File: src/rtl/lts_pkg.sv
package lts_pkg;

    localparam int ADDR_W      = 64;
    localparam int DATA_W      = 32;
    localparam int WORD_OFF    = 2;
    localparam int TAG_W       = ADDR_W - WORD_OFF;
    localparam int STAMP_W     = 32;
    localparam int NUM_ENTRIES = 4;
    localparam int IDX_W       = (NUM_ENTRIES > 1) ? $clog2(NUM_ENTRIES) : 1;

    typedef logic [TAG_W-1:0]   tag_t;
    typedef logic [DATA_W-1:0]  word_t;
    typedef logic [STAMP_W-1:0] stamp_t;
    typedef logic [IDX_W-1:0]   idx_t;

    typedef enum logic {
        ST_IDLE = 1'b0,
        ST_FILL = 1'b1
    } state_e;

    // pending fetch: where it goes and what it will carry
    typedef struct packed {
        idx_t   slot;
        tag_t   tag;
        stamp_t stamp;
    } fill_t;

    // combinational lookup outcome
    typedef struct packed {
        logic  found;
        idx_t  slot;
        word_t word;
    } look_t;

    function automatic tag_t tag_of(input logic [ADDR_W-1:0] a);
        return a[ADDR_W-1:WORD_OFF];
    endfunction

    function automatic logic [ADDR_W-1:0] word_base(input tag_t t);
        return {t, {WORD_OFF{1'b0}}};
    endfunction

endpackage

File: src/rtl/lts_match.sv
module lts_match
    import lts_pkg::*;
#(
    parameter int ENTRIES = NUM_ENTRIES
) (
    input  logic               clk,
    input  logic               rst,
    input  logic [ENTRIES-1:0] valid,
    input  tag_t               tags  [ENTRIES],
    input  word_t              words [ENTRIES],
    input  tag_t               probe,
    output look_t              result
);

    logic [ENTRIES-1:0] eq_vec;

    genvar g;
    generate
        for (g = 0; g < ENTRIES; g++) begin : g_cmp
            assign eq_vec[g] = valid[g] && (tags[g] == probe);
        end
    endgenerate

    always_comb begin
        result = '0;
        for (int i = ENTRIES - 1; i >= 0; i--) begin
            if (eq_vec[i]) begin
                result.found = 1'b1;
                result.slot  = idx_t'(i);
                result.word  = words[i];
            end
        end
    end

    // Refill happens only on a miss, so no two live entries share a tag.
    AST_SINGLE_MATCH: assert property (@(posedge clk) disable iff (rst)
        $onehot0(eq_vec));

endmodule

File: src/rtl/lts_victim.sv
module lts_victim
    import lts_pkg::*;
#(
    parameter int ENTRIES = NUM_ENTRIES
) (
    input  logic               clk,
    input  logic               rst,
    input  logic [ENTRIES-1:0] valid,
    input  stamp_t             stamps [ENTRIES],
    output idx_t               victim
);

    idx_t   free_slot;
    logic   have_free;
    idx_t   old_slot;
    stamp_t old_stamp;

    // lowest-numbered empty entry
    always_comb begin
        have_free = 1'b0;
        free_slot = '0;
        for (int i = ENTRIES - 1; i >= 0; i--) begin
            if (!valid[i]) begin
                have_free = 1'b1;
                free_slot = idx_t'(i);
            end
        end
    end

    // smallest stamp, strict compare keeps the lowest index on ties
    always_comb begin
        old_slot  = '0;
        old_stamp = stamps[0];
        for (int i = 1; i < ENTRIES; i++) begin
            if (stamps[i] < old_stamp) begin
                old_stamp = stamps[i];
                old_slot  = idx_t'(i);
            end
        end
    end

    assign victim = have_free ? free_slot : old_slot;

    AST_FREE_FIRST: assert property (@(posedge clk) disable iff (rst)
        (!(&valid)) |-> !valid[victim]);

endmodule

File: src/rtl/lts_counters.sv
module lts_counters
    import lts_pkg::*;
(
    input  logic   clk,
    input  logic   rst,
    input  logic   inc_hit,
    input  logic   inc_miss,
    output stamp_t ref_q,
    output stamp_t hit_q,
    output stamp_t miss_q
);

    always_ff @(posedge clk) begin
        if (rst) begin
            ref_q  <= '0;
            hit_q  <= '0;
            miss_q <= '0;
        end else begin
            if (inc_hit || inc_miss) ref_q <= ref_q + 1'b1;
            if (inc_hit)             hit_q <= hit_q + 1'b1;
            if (inc_miss)            miss_q <= miss_q + 1'b1;
        end
    end

    AST_TOTALS_AGREE: assert property (@(posedge clk) disable iff (rst)
        (hit_q + miss_q) == ref_q);

    AST_SINGLE_STEP: assert property (@(posedge clk) disable iff (rst)
        (ref_q != $past(ref_q)) |-> (ref_q == $past(ref_q) + 1'b1));

    AST_ONE_KIND: assert property (@(posedge clk) disable iff (rst)
        !(inc_hit && inc_miss));

endmodule

File: src/rtl/lru_tagstore.sv
module lru_tagstore
    import lts_pkg::*;
#(
    parameter int ENTRIES = NUM_ENTRIES
) (
    input  logic              clk,
    input  logic              rst,
    input  logic              req_valid,
    input  logic [ADDR_W-1:0] req_addr,
    output logic              busy,
    output logic              done,
    output logic              hit,
    output logic [DATA_W-1:0] rdata,
    output logic              mem_req,
    output logic [ADDR_W-1:0] mem_addr,
    input  logic              mem_ack,
    input  logic [DATA_W-1:0] mem_data,
    output logic [STAMP_W-1:0] ref_count,
    output logic [STAMP_W-1:0] hit_count,
    output logic [STAMP_W-1:0] miss_count
);

    // entry storage
    logic [ENTRIES-1:0] valid_q;
    tag_t               tag_q   [ENTRIES];
    stamp_t             stamp_q [ENTRIES];
    word_t              word_q  [ENTRIES];

    state_e state_q;
    fill_t  fill_q;
    logic   done_q;
    logic   hit_q;
    word_t  rdata_q;

    tag_t   probe;
    look_t  look;
    idx_t   victim;
    logic   accept;
    stamp_t stamp_now;
    logic   unused_off;

    assign probe      = tag_of(req_addr);
    assign unused_off = ^req_addr[WORD_OFF-1:0];
    assign accept     = (state_q == ST_IDLE) && req_valid;
    assign stamp_now  = ref_count + 1'b1;

    lts_match #(.ENTRIES(ENTRIES)) u_match (
        .clk    (clk),
        .rst    (rst),
        .valid  (valid_q),
        .tags   (tag_q),
        .words  (word_q),
        .probe  (probe),
        .result (look)
    );

    lts_victim #(.ENTRIES(ENTRIES)) u_victim (
        .clk    (clk),
        .rst    (rst),
        .valid  (valid_q),
        .stamps (stamp_q),
        .victim (victim)
    );

    lts_counters u_count (
        .clk      (clk),
        .rst      (rst),
        .inc_hit  (accept && look.found),
        .inc_miss (accept && !look.found),
        .ref_q    (ref_count),
        .hit_q    (hit_count),
        .miss_q   (miss_count)
    );

    always_ff @(posedge clk) begin
        if (rst) begin
            state_q <= ST_IDLE;
            fill_q  <= '0;
            done_q  <= 1'b0;
            hit_q   <= 1'b0;
            rdata_q <= '0;
            valid_q <= '0;
            for (int i = 0; i < ENTRIES; i++) begin
                tag_q[i]   <= '0;
                stamp_q[i] <= '0;
                word_q[i]  <= '0;
            end
        end else begin
            done_q <= 1'b0;
            unique case (state_q)
                ST_IDLE: begin
                    if (accept) begin
                        if (look.found) begin
                            stamp_q[look.slot] <= stamp_now;
                            done_q             <= 1'b1;
                            hit_q              <= 1'b1;
                            rdata_q            <= look.word;
                        end else begin
                            fill_q.slot  <= victim;
                            fill_q.tag   <= probe;
                            fill_q.stamp <= stamp_now;
                            state_q      <= ST_FILL;
                        end
                    end
                end
                ST_FILL: begin
                    if (mem_ack) begin
                        valid_q[fill_q.slot] <= 1'b1;
                        tag_q[fill_q.slot]   <= fill_q.tag;
                        stamp_q[fill_q.slot] <= fill_q.stamp;
                        word_q[fill_q.slot]  <= mem_data;
                        done_q               <= 1'b1;
                        hit_q                <= 1'b0;
                        rdata_q              <= mem_data;
                        state_q              <= ST_IDLE;
                    end
                end
                default: state_q <= ST_IDLE;
            endcase
        end
    end

    assign busy     = (state_q == ST_FILL);
    assign mem_req  = (state_q == ST_FILL);
    assign mem_addr = word_base(fill_q.tag);
    assign done     = done_q;
    assign hit      = hit_q;
    assign rdata    = rdata_q;

    AST_MISS_STALLS: assert property (@(posedge clk) disable iff (rst)
        (accept && !look.found) |=> (busy && mem_req));

    AST_ACK_FINISHES: assert property (@(posedge clk) disable iff (rst)
        (busy && mem_ack) |=> (done && !hit && !busy));

    AST_HIT_ANSWERS: assert property (@(posedge clk) disable iff (rst)
        (accept && look.found) |=> (done && hit && !busy));

    AST_DROP_WHILE_BUSY: assert property (@(posedge clk) disable iff (rst)
        busy |=> $stable(ref_count));

    AST_QUIET_IDLE: assert property (@(posedge clk) disable iff (rst)
        (!busy && !req_valid) |=> !done);

endmodule

File: config.mk
export PLATFORM = sky130hd
export DESIGN_NAME = lru_tagstore
export DESIGN_NICKNAME = d
export VERILOG_FILES = /design/src/rtl/lts_pkg.sv /design/src/rtl/lts_match.sv /design/src/rtl/lts_victim.sv /design/src/rtl/lts_counters.sv /design/src/rtl/lru_tagstore.sv
export SDC_FILE = /design/constraint.sdc
export NUM_CORES = 2
export LEC_CHECK = 0
export ABC_AREA = 1
export BUFFER_PORTS_ARGS = -buffer_cell sky130_fd_sc_hd__buf_2
export CORE_UTILIZATION = 42
export CTS_BUF_LIST = sky130_fd_sc_hd__clkbuf_4 sky130_fd_sc_hd__clkbuf_8 sky130_fd_sc_hd__clkbuf_16
export DETAILED_ROUTE_END_ITERATION = 8
export GPL_ROUTABILITY_DRIVEN = 1
export HOLD_SLACK_MARGIN = 0.06
export PLACE_DENSITY_LB_ADDON = 0.08
export SLEW_MARGIN = 5
export SYNTH_ARGS = -nofsm -noshare
export SYNTH_HDL_FRONTEND = slang
export SYNTH_SLANG_ARGS = --single-unit
File: constraint.sdc
create_clock -name clk -period 12.8 [get_ports clk]
set_input_delay 2.56 -clock clk [delete_from_list [all_inputs] [get_ports clk]]
set_output_delay 2.56 -clock clk [all_outputs]
set_load 0.02 [all_outputs]
======== After elaboration in Yosys (flattened, before gate mapping) ========
Cells that the tools add are included.
word-level totals
  word-level logic and storage cells ...... 112
  memory bits (read-only) ................. 0
  input bits .............................. 100
  memories ................................ 0
  output and inout port bits .............. 196
  latch bits .............................. 0
  bits in writable memories ............... 0
  register bits after elaboration ......... 735
cells by class
  div/mod/pow operators ................... 0
  bitwise logic cells ..................... 5
  $add $sub $neg .......................... 3
  reductions and logical operators ........ 15
  shift operators ......................... 0
  mux-type cells .......................... 50
  $lt $le $gt $ge ......................... 9
  multipliers ............................. 0
  equality and inequality tests ........... 7
operators by type and width
  kind                   number
  $bwmux 128             3
  $mux 128               3
  $pmux 128 s2           1
  $bwmux 248             1
  $eq 62x62->1           4
  $mux 32                7
  $mux 35                4
  $demux 32 s2           2
  $demux 62 s2           1
  $add 32x1->32 const B  3
  $lt 32x32->1           3
  $pmux 32 s2            1
  $mux 62                1
  $mux 1                 15
  $mux 2                 7
  $logic_and 1x1->1      10
  $ge 3x3->1 const B     2
  $lt 3x1->1 const B     2
  $ne 2x2->1 const B     3
  $not 2->3              2
  $pmux 1 s2             3
  $reduce_and 3->1       2
  $or 4x4->4             1
  $lt 2x3->1 const B     1
  other kinds (6)        7

======== Longest topological paths before layout ========
  depth after elaboration ................. 15
  mapped depth ............................ 43

======== Cells and area by module ========
A second synthesis with hierarchy kept.
second synthesis, totals
  cells, all modules ...................... 5633
  area total of the unflattened synthesis .. 38076.5 um2
modules (own cells, without submodules)
  module        cells an instance  area an instance (um2)  times used
  lru_tagstore  3027               24074.3                 1
  lts_match     1329               5924.4                  1
  lts_counters  815                5245.0                  1
  lts_victim    462                2832.7                  1

======== Least setup slack after synthesis ========
OpenSTA, ideal clock, no wires.
  path type ............................... input -> register
  start point ............................. in req_addr[12]
  end point ............................... reg u_count.hit_q[23]
  slack ................................... 7752 ps
  data arrival time ....................... 4930 ps
  stages .................................. 19
  setup time .............................. 119 ps
  buffers on the path ..................... 2
  cells stage by stage .................... buf_2 > xnor2_1 > nand3_1 > nor4_1 > nand3_1 > nor4_2 > or2_1 > buf_4 > nor2_2 > nor2_4 > nand4_2 > nor2_2 > nand3_1 > inv_2 > nand4_2 > nor2_2 > inv_2 > o21ai_1 > a21oi_1
between the ends
  cells in the longest elaborated chain, start to end .. 7
RTL lines
  element                line                text
  from (decl)            lru_tagstore.sv:9   input logic [ADDR_W-1:0] req_addr,
  $eq 62x62->1           lts_match.sv:20     assign eq_vec[g] = valid[g] && (tags[g] == probe);
  $logic_and 1x1->1      lts_match.sv:20
  $mux 35 (3 in series)  lts_match.sv:27     if (eq_vec[i]) begin
  $mux 35 *              lts_match.sv:27
  $logic_and 1x1->1 *    lru_tagstore.sv:68  .inc_hit (accept && look.found),
  to (signal assigned)   lts_counters.sv:20  if (inc_hit) hit_q <= hit_q + 1'b1;
  to (decl)              lts_counters.sv:9   output stamp_t hit_q,
Every way passes the cells marked *; elsewhere a longest branch is shown, timed or not.
A chain may end at the register's enable or synchronous reset.

======== Worst setup path after layout ========
  start point ............................. in req_addr[30]
  end point ............................... reg stamp_q[52] (netlist name)
between the ends
  cells in the longest elaborated chain, start to end .. 15
RTL lines
  element                                                         line                 text
  $eq 62x62->1                                                    lts_match.sv:20
  $logic_and 1x1->1                                               lts_match.sv:20
  $mux 35 (3 in series)                                           lts_match.sv:27
  $mux 35 *                                                       lts_match.sv:27
  $not 2->3 (implied by the code)                                 lru_tagstore.sv:94   stamp_q[look.slot] <= stamp_now;
  $ge 3x3->1 (implied by the code) or $lt 3x1->1 (tied branches)  lru_tagstore.sv:94
  $logic_and 1x1->1 (implied by the code)                         lru_tagstore.sv:94
  $mux 32 (implied by the code)                                   lru_tagstore.sv:94
  $demux 32 s2                                                    lru_tagstore.sv:94
  $bwmux 128                                                      lru_tagstore.sv:94
  $mux 128                                                        lru_tagstore.sv:93   if (look.found) begin
  $mux 128                                                        lru_tagstore.sv:92   if (accept) begin
  $pmux 128 s2                                                    lru_tagstore.sv:90   unique case (state_q)
  to (signal, indexed assignment)                                 lru_tagstore.sv:94
  to (signal, indexed assignment)                                 lru_tagstore.sv:110  stamp_q[fill_q.slot] <= fill_q.stamp;
  to (decl)                                                       lru_tagstore.sv:26   stamp_t stamp_q [ENTRIES];
Every way passes the cells marked *; elsewhere a longest branch is shown, timed or not. The select of a mux whose other input is x is not followed.

==> qor.csv <==
stage;metric;value;unit
outcome;status;completed;
floorplan;Die ar.;87500;um2
global_routing;vias in the first global route;31200;
timing;final setup fails;0;
floorplan;Core ar.;85300;um2
global_routing;antenna violations before repair;19;
global_routing;GRT Max-Usage Layer;met1;
layout;commonest non-fill, non-tap cell in the layout;dfxtp_1;
layout;most frequent cells in the layout;dfxtp_1, o21ai_0, nor2_1;
clocking;CTS Buffer Depth;3;
detailed_routing;Remaining DRCs;0;
worst_setup_path;crit-path cells;buf_2, xnor2_1, inv_1, nor3_1, nand2_1, nor4_1, nand2_1, inv_2, nor2_4, buf_4, o21ai_1, nand4_1, inv_2, o21ai_2, buf_4, inv_1, buf_4, o21ai_0, nor2_1;
worst_setup_path;Worst EP arrival;8.33;ns
yosys;main combinational cell family by area after synthesis;compound AO/OA/AOI/OAI gates;
global_routing;largest net degree at the start of global routing;276;
power;Leakage;17.2;nW
floorplan;# IOs;296;
layout;FF/Latch Area;14700;um2
detailed_routing;drt via density;5.75;
clocking;clk slew on worst S/H paths;0.06;ns
yosys;post-synthesis sequential area ratio;40.6;%
yosys;yosys warns;0;
timing;Worst slew margin;19.1;%
worst_setup_path;most used cell, CP;buf_4;
detailed_routing;DRT iter0 DRCs;3919;
detailed_routing;Post-Route WL;146;mm
worst_setup_path;kind of critical path;input port to register;
yosys;Synth Area in Adders;3.31;%
worst_setup_path;flop-to-flop setup slack;5.70;ns
floorplan;Vert. Die Dim;296;um
global_routing;M3 GR Usage;7.78;%
layout;Multi-input gate area;18000;um2
layout;Layout area overhead;13.0;%
worst_setup_path;Max FO, Critical Path;34;
power;Tot Pwr;5.94;mW
yosys;Async S/R FF share, synth;0;%
clocking;H-tree Lvls;3;
worst_setup_path;max incr delay on CP;0.70;ns
yosys;Mapped Cells;4905;
timing;Fin. Hold Viols;0;
timing;Tcrit/Tclk final;60.5;%
worst_setup_path;end of the critical path;stamp_q[52];
floorplan;num rows;107;
yosys;post-synthesis cell type count;57;
timing;RSZ-0062 raised after global routing;no;
detailed_routing;wire length per cell;23.6;um
yosys;compound-gate portion of the synthesized area;24.9;%
worst_setup_path;reg2reg path depth;31;
clocking;Worst-Skew Late Latency;0.67;ns
yosys;post-synthesis simple-gate area fraction;18.5;%
timing;Max Clock Skew;0.0251;ns
clocking;Num CTS Buffers;87;
global_routing;Tot GR Track Use;32.3;%
power;pwr/cell area;145;nW/um2
global_routing;gr ovfl total;0;
clocking;Root Driver;clkbuf_16;
worst_setup_path;Critical path origin;req_addr[30];
worst_setup_path;critical path capture point type;register;
hold_path;Tightest Hold Check Type;register to register;
layout;layout cell share with drive strength beyond 1;12.0;%
yosys;mux cell area share after synthesis;0;%
yosys;top cells by area, synth;dfxtp_1, o21ai_0, a21oi_1, nor2_1, nand2_1;
yosys;Top FF cell, synth;dfxtp_1;
job;Max-cap violations;0;
layout;fin util;48.0;%
worst_setup_path;Reg2Reg Launch Point;stamp_q[123];
clocking;CTS tree;done;
yosys;number of flops mapped to enable cells by yosys;0;
worst_setup_path;Critical R2R Capture;fill_q[95];
placement;gp weighted congestion;1.05;
timing;Fin Setup TNS;0;ns
placement;Post-Place Cells;6014;
clocking;hold_buf cts;0;
clocking;post-CTS setup buffers;0;
layout;Finished Layout Cells;6180;
yosys;Synth area leader;dfxtp_1;
global_routing;global-route wire length before repair;211;mm
layout;Nets;5155;
yosys;Synth Register Bits;735;
timing;worst slew pin tran;1.21;ns
worst_setup_path;required time worst endpoint;13.39;ns
floorplan;Initial Utilization;42.5;%
yosys;Syn Std Cell Area;36200;um2
yosys;top-area cell type share of the netlist area;40.6;%
global_routing;met1 GRT Util;47.4;%
layout;Filler cells;8795;
detailed_routing;vias;35500;
global_routing;met2 Use GR;45.9;%
detailed_routing;post-route antenna net violation count;0;
worst_setup_path;Slowest cell on crit path;inv_2;
yosys;Syn Area/Cell;7.39;um2
power;peak supply drop;0.105;mV
placement;Final HPWL DP;102;mm
timing;Final min period;7.74;ns
detailed_routing;DRT Pass-1 Iters;6;
timing;fin. max-slew vios;0;
worst_setup_path;crit path launch type;input port;
yosys;XOR/XNOR share of the synthesized area;2.73;%
timing;fmax;129;MHz
floorplan;die width;296;um
placement;IO Port Bufs;291;
clocking;CTS resizes;0;
clocking;CTS Sinks;735;
## stage by stage
step / hold WS, ns / instance area [um2] / setup slack [ns]
after floorplan: 0.437 / 36300 / 7.75
after global placement: 0.453 / 37900 / 4.54
after detailed placement: 0.457 / 37900 / 4.54
after CTS: 0.466 / 40900 / 5.24
after global routing: 0.482 / 40900 / 4.95
final: 0.466 / 41000 / 5.06
## report_power, final
group / total (mW) / internal [mW] / switching [mW]
logic: 0.835 / 0.230 / 0.605
clock network: 2.67 / 1.59 / 1.08
registers: 2.44 / 2.36 / 0.0741
total: 5.94 / 4.18 / 1.76
## state kept, by name (all words and copies together) (netlist names)
name and count:
stamp_q 128, u_count.ref_q 32, done 1, fill_q 34
mem_addr 62, hit 1, u_count.hit_q 32, u_count.miss_q 32
rdata 32, valid_q 4, tag_q 248, word_q 128
busy 1
## cell usage after synthesis (all sizes together), types with 91 or more instances
cell and instances:
nor2 578, dfxtp 735, inv 530, o21ai 706, ha 96, a221oi 148
a21oi 506, nand2 543, buf 91, nand3 92, clkbuf 271, nand4 125
## per-layer routing
| layer | wire [um] | up-vias |
|---|---|---|
| met2 | 60000 | 1517 |
| met5 | 132 | - |
| met3 | 14700 | 259 |
| met4 | 4610 | 20 |
| li1 | - | 16900 |
| met1 | 66300 | 16800 |
## worst max-delay path, delay by kind of cell
| kind | cells | cell delay (ns) |
|---|---|---|
| AO/OA/AOI/OAI | 3 | 0.48 |
| XOR/XNOR | 1 | 0.50 |
| AND/OR/NAND/NOR | 7 | 1.59 |
| buffers and inverters | 8 | 3.10 |
## final cells by class
| type | instances | share of cell area (%) |
|---|---|---|
| Antenna cell | 7 | 0.0428 |
| Tap cell | 1144 | 3.49 |
| Clock inverter | 35 | 1.21 |
| Clock buffer | 124 | 6.34 |
| Sequential cell | 735 | 35.9 |
| Timing Repair Buffer | 326 | 4.23 |
| Multi-Input combinational cell | 3277 | 43.8 |
| Inverter | 532 | 4.91 |
## how the worst min path moves through the flow
stage	endpoint	startpoint	depth (start not counted)
global route	tag_q[106]	tag_q[106]	2
CTS	tag_q[96]	tag_q[96]	2
global placement	hit	hit	2
floorplan	tag_q[13]	tag_q[13]	2
detailed placement	tag_q[96]	tag_q[96]	2
finish	tag_q[106]	tag_q[106]	2
## kinds of logic after synthesis
| family | count (synthesis) |
|---|---|
| compound gates | 1556 |
| xor+xnor | 113 |
| simple gates | 1510 |
| fa+ha+maj | 96 |
| other cells | 1 |
| flops | 735 |
| buf+inv | 894 |
No activity file was read; power rests on OpenSTA's default activity.
